File: src/rtl/tdm_timing_pkg.sv
package tdm_timing_pkg;

  // Strobes issued by the control to the counter datapath each clock
  typedef struct packed {
    logic slotEnd;        // last bit of a slot
    logic frameEnd;       // last bit of the last slot of a frame
    logic restartFrames;  // at frame end, clear the frame counter
    logic frameWrap;      // frame counter is on its last value of the multiframe
  } tdm_strobe_t;

endpackage

File: src/rtl/tdm_timing_dp.sv
module tdm_timing_dp
  import tdm_timing_pkg::*;
#(
  parameter int BITS_PER_SLOT   = 8,
  parameter int SLOTS_PER_FRAME = 128,
  parameter int FRAME_W         = 5,
  localparam int BIT_W          = $clog2(BITS_PER_SLOT),
  localparam int SLOT_W         = $clog2(SLOTS_PER_FRAME)
) (
  input  logic               clk,
  input  logic               rst,
  input  tdm_strobe_t        strb,
  output logic [BIT_W-1:0]   bitIdx,
  output logic [SLOT_W-1:0]  slotIdx,
  output logic [FRAME_W-1:0] frameCount
);

  always_ff @(posedge clk) begin
    if (rst) begin
      bitIdx     <= '0;
      slotIdx    <= '0;
      frameCount <= '0;
    end else begin
      bitIdx <= strb.slotEnd ? '0 : bitIdx + BIT_W'(1);
      if (strb.frameEnd) begin
        slotIdx    <= '0;
        frameCount <= (strb.restartFrames || strb.frameWrap) ? '0
                                                               : frameCount + FRAME_W'(1);
      end else if (strb.slotEnd) begin
        slotIdx <= slotIdx + SLOT_W'(1);
      end
    end
  end

endmodule

File: src/rtl/tdm_timing_ctrl.sv
module tdm_timing_ctrl
  import tdm_timing_pkg::*;
#(
  parameter int BITS_PER_SLOT   = 8,
  parameter int SLOTS_PER_FRAME = 128,
  parameter int PERIOD_W        = 6,
  parameter int MIN_PERIOD      = 2,
  parameter int MAX_PERIOD      = 32,
  parameter int FRAME_W         = 5,
  localparam int BIT_W          = $clog2(BITS_PER_SLOT),
  localparam int SLOT_W         = $clog2(SLOTS_PER_FRAME)
) (
  input  logic                clk,
  input  logic                rst,
  input  logic                periodWrEn,
  input  logic [PERIOD_W-1:0] periodWrData,
  input  logic [BIT_W-1:0]    bitIdx,
  input  logic [SLOT_W-1:0]   slotIdx,
  input  logic [FRAME_W-1:0]  frameCount,
  output tdm_strobe_t         strb,
  output logic                frameSync,
  output logic                multiSync
);

  logic [PERIOD_W-1:0] activePeriod;   // 0 means disabled
  logic [PERIOD_W-1:0] pendingPeriod;
  logic                pendingValid;

  logic                takeWrite;
  logic [PERIOD_W-1:0] nextPeriod;
  logic                periodOk;
  logic                enabled;

  always_comb begin
    takeWrite  = periodWrEn || pendingValid;
    nextPeriod = periodWrEn ? periodWrData : pendingPeriod;
    periodOk   = (nextPeriod >= PERIOD_W'(MIN_PERIOD)) && (nextPeriod <= PERIOD_W'(MAX_PERIOD));
    enabled    = (activePeriod != '0);

    strb.slotEnd       = (bitIdx == BIT_W'(BITS_PER_SLOT - 1));
    strb.frameEnd      = strb.slotEnd && (slotIdx == SLOT_W'(SLOTS_PER_FRAME - 1));
    strb.restartFrames = takeWrite || !enabled;
    strb.frameWrap     = (PERIOD_W'(frameCount) == activePeriod - PERIOD_W'(1));

    frameSync = (bitIdx == '0) && (slotIdx == '0);
    multiSync = enabled && (frameCount == '0);
  end

  always_ff @(posedge clk) begin
    if (rst) begin
      activePeriod  <= '0;
      pendingPeriod <= '0;
      pendingValid  <= 1'b0;
    end else if (strb.frameEnd) begin
      if (takeWrite) begin
        activePeriod <= periodOk ? nextPeriod : '0;
      end
      pendingValid <= 1'b0;
    end else if (periodWrEn) begin
      pendingPeriod <= periodWrData;
      pendingValid  <= 1'b1;
    end
  end

endmodule

File: src/rtl/tdm_timing_gen.sv
module tdm_timing_gen
  import tdm_timing_pkg::*;
#(
  parameter int BITS_PER_SLOT   = 8,
  parameter int SLOTS_PER_FRAME = 128,
  parameter int PERIOD_W        = 6,
  parameter int MIN_PERIOD      = 2,
  parameter int MAX_PERIOD      = 32,
  localparam int BIT_W          = $clog2(BITS_PER_SLOT),
  localparam int SLOT_W         = $clog2(SLOTS_PER_FRAME),
  localparam int FRAME_W        = $clog2(MAX_PERIOD)
) (
  input  logic                clk,
  input  logic                rst,
  input  logic                periodWrEn,
  input  logic [PERIOD_W-1:0] periodWrData,
  output logic [BIT_W-1:0]    bitIdx,
  output logic [SLOT_W-1:0]   slotIdx,
  output logic                frameSync,
  output logic                multiSync,
  output logic [FRAME_W-1:0]  frameCount
);

  tdm_strobe_t strb;

  tdm_timing_ctrl #(
    .BITS_PER_SLOT(BITS_PER_SLOT), .SLOTS_PER_FRAME(SLOTS_PER_FRAME),
    .PERIOD_W(PERIOD_W), .MIN_PERIOD(MIN_PERIOD), .MAX_PERIOD(MAX_PERIOD),
    .FRAME_W(FRAME_W)
  ) u_ctrl (
    .clk(clk), .rst(rst), .periodWrEn(periodWrEn), .periodWrData(periodWrData),
    .bitIdx(bitIdx), .slotIdx(slotIdx), .frameCount(frameCount),
    .strb(strb), .frameSync(frameSync), .multiSync(multiSync)
  );

  tdm_timing_dp #(
    .BITS_PER_SLOT(BITS_PER_SLOT), .SLOTS_PER_FRAME(SLOTS_PER_FRAME), .FRAME_W(FRAME_W)
  ) u_dp (
    .clk(clk), .rst(rst), .strb(strb),
    .bitIdx(bitIdx), .slotIdx(slotIdx), .frameCount(frameCount)
  );

endmodule

File: config.mk
export PLATFORM = sky130hd
export DESIGN_NAME = tdm_timing_gen
export DESIGN_NICKNAME = d
export VERILOG_FILES = /design/src/rtl/tdm_timing_pkg.sv /design/src/rtl/tdm_timing_dp.sv /design/src/rtl/tdm_timing_ctrl.sv /design/src/rtl/tdm_timing_gen.sv
export SDC_FILE = /design/constraint.sdc
export NUM_CORES = 1
export LEC_CHECK = 0
export BUFFER_PORTS_ARGS = -buffer_cell sky130_fd_sc_hd__buf_4
export CAP_MARGIN = 10
export CORE_ASPECT_RATIO = 0.8
export CORE_MARGIN = 8
export CORE_UTILIZATION = 43
export CTS_CLUSTER_DIAMETER = 200
export DETAILED_ROUTE_END_ITERATION = 7
export PLACE_DENSITY = 0.69
export SETUP_SLACK_MARGIN = 0.5
export SLEW_MARGIN = 0
export SYNTH_ARGS = -nofsm -noshare
export SYNTH_HDL_FRONTEND = slang
export SYNTH_HIERARCHICAL = 1
export SYNTH_SLANG_ARGS = --single-unit
export TNS_END_PERCENT = 30
File: constraint.sdc
create_clock -name clk -period 2.39 [get_ports clk]
set_input_delay 0.3585 -clock clk [delete_from_list [all_inputs] [get_ports clk]]
set_output_delay 0.3585 -clock clk [all_outputs]
set_load 0.05 [all_outputs]
==> impl_metrics.toml <==
[timing]
fmax_mhz = 513
tightest_slew_ns = 0.611
period_needed_ns = 1.95
slew_headroom_pct = 59.0
setup_ws_ns = 0.440
hold_violations = 0
finalMaxSlewViolations = 0
finClkSkew_ns = 0.00602
rsz0062_at_grt = "true"
setup_viol = 0
tns_ns = 0
fin_crit_sh_pct = 81.6

[layout]
layout-area-overhead-vs-synth_pct = 24.9
fin_cells = 223
layout_common_cells = "27 x buf_4, 20 x nor2_1, 16 x dfxtp_1"
diodes = 0
final_nets = 197
final_common_cell = "buf_4"
drive_gt1_share_pct = 30.6

[worst_setup_path]
critPathTopFamily = "simple AND/OR/NAND/NOR gates"
crit_chain = "or4_1 > nor4_4 > buf_6"
critPathCaptureType = "output pin"
critPathRequiredTime_ns = 2.03
cp_slowest_cell = "or4_1"
r2r_end = "u_ctrl/activePeriod[0]"
arrival_ns = 1.59
setup.worst_path.start_class = "register"
path_class = "reg2out"
reg2reg_slack_ns = 0.54
r2r_start = "u_dp/slotIdx[2]"
reg2reg_depth = 4
crit_start = "u_dp/slotIdx[0]"
cp.buffers_inverters = 1
path_max_fanout = 7
cpPeakStageDelay_ns = 0.58

[floorplan]
dieArea_mm2 = 0.00548
rows = 18
core_area_mm2 = 0.00315
ioPinCount = 26
die_y_um = 67.8
start_util_pct = 45.8
die_x_um = 80.8

[grt]
grt_pass1_vias = 1265
grt_antenna_before_repair = 0
grt.total_usage_pct = 12.2
grt_pass1_wl_um = 5550
grt_max_degree = 25
grt_overflow = 0

[yosys]
synth_edf_count = 0
netlist_area_mm2 = 0.00144
ys.flop_type = "dfxtp_1"
synth_seq_area_share_pct = 38.8
async_reset_ff_share_pct = 0
syn_inst = 157
ys.warnings.count = 6
synth_fp_nets = 170
ys_seq_elements = 28
synth_area_per_cell_um2 = 9.20
ys_types = 31

[power]
leakagePower_nw = 0.765
peakVddDrop_mv = 0.359
power.density_mw_per_mm2 = 546
p_total_uw = 985

[drt]
wl_met2_um = 1620
met1Wirelength_um = 1490
first_iter_violations = 76
vias = 1224
drtAntennaViolNets = 0
dr.pass1.iters = 4
vias_per_cell = 5.49
avgRoutedWirePerCell_um = 14.8
met3_wirelength_um = 183
highest_layer = "met4"
drt_wl_total_um = 3300
drc = 0

[status]
outcome = "finished clean"

[place]
gp_congestion = 0.786
dp_slack_ns = 0.433
numPortBuffers = 25
dp_hpwl_um = 2440
place_inst = 217

[clocking]
clockRootBuffer = "clkbuf_8"
clk_path_buf_depth = 2
cts_hold_buf = 0
cts_buffers = 3
h-tree-depth = 1
cts_tree = "done"
clkTransAtPathRegs_ns = 0.10
clk_latency_ns = 0.28
cts_sinks = 28

[min_path]
hold_path_startpoint = "periodWrData[5]"
hold_class = "in2reg"
whs_endpoint = "u_ctrl/pendingPeriod[5]"
min_path_cells = 3

[job]
cap_violations = 0
synth_stat cells, types with 2 or more instances:
library cell | n | area share, %
nor2_1 | 20 | 5.2
ha_1 | 4 | 3.5
dfxtp_1 | 28 | 39
nand4_1 | 5 | 2.2
o41ai_1 | 4 | 2.4
xor2_1 | 10 | 6.1
nor3_1 | 6 | 2.1
nand2b_1 | 3 | 1.3
a21oi_1 | 6 | 2.1
xnor2_1 | 6 | 3.6
inv_1 | 3 | 0.78
nand2_1 | 11 | 2.9
nand3_1 | 4 | 1.4
o21ai_0 | 3 | 1.0
or3_1 | 3 | 1.3
nand3b_1 | 7 | 3.6
clkbuf_1 | 3 | 0.78
or4_1 | 3 | 1.6
nor4_1 | 3 | 1.3
mux2i_1 | 13 | 9.0
buf_6 | 2 | 1.6
logic make-up after synthesis:
kind of cell | Yosys count | synth area share (%)
mux | 14 | 9.79
buf+inv | 9 | 3.47
flops | 28 | 38.8
fa+ha+maj | 4 | 3.47
simple gates | 70 | 25.8
xor+xnor | 16 | 9.71
compound gates | 16 | 8.93
routing by layer:
| metal | global-route usage, % | vias to the layer above |
|---|---|---|
| li1 | - | 610 |
| met1 | 14.7 | 581 |
| met2 | 21.8 | 31 |
| met3 | 3.66 | 2 |
| met4 | 1.33 | 0 |
| met5 | 0 | - |
worst max path at each step:
stage                     cells past startpoint                endpoint  slack (ns)
after global placement                        4  u_ctrl/activePeriod[0]        0.51
after global routing                          3               frameSync        0.38
after CTS                                     3               frameSync        0.43
final                                         3               frameSync        0.44
after detailed placement                      5  u_ctrl/activePeriod[2]        0.43
after floorplan                               2               frameSync        0.42
what timing repair did:
item	4_1_cts	5_1_grt
pin swaps	0	3
endpoints found under the hold margin	0	0
buffers inserted	1	1
resized for setup	2	8
setup endpoints to repair	5	13
cell type report:
type                            instances  area (um2)
Sequential cell                        28         576
Clock buffer                            3        41.3
Tap cell                               40        50.0
Inverter                                3        11.3
Timing Repair Buffer                   28         214
Fill cell                             281        1350
Clock inverter                          1        30.0
Multi-Input combinational cell        120         881
state kept, by name, indices dropped and copies added, names as in the netlist:
name / count
u_dp/bitIdx: 3
u_dp/frameCount: 5
u_ctrl/activePeriod: 6
u_dp/slotIdx: 7
u_ctrl/pendingPeriod: 6
u_ctrl/pendingValid: 1
per-stage QoR:
step / hold slack, ns / util [%] / area [um2]
2_1_floorplan: 0.422 / - / 1470
3_5_place_dp: 0.449 / 53.2 / 1680
6_report: 0.324 / 57.2 / 1800
5_1_grt: 0.326 / 57.2 / 1800
4_1_cts: 0.324 / 56.0 / 1760
3_3_place_gp: 0.435 / 53.2 / 1680
worst min-delay path, stage by stage:
cell and delay (ns):
buf_4 0.08, mux2i_1 0.05, nor2_1 0.07
power breakdown:
part,switching [mW],internal [mW],total (mW)
clock,0.149,0.224,0.373
sequential,0.0103,0.479,0.489
combinational,0.0687,0.0540,0.123
total,0.228,0.757,0.985
(Power assumes the default switching activity.)
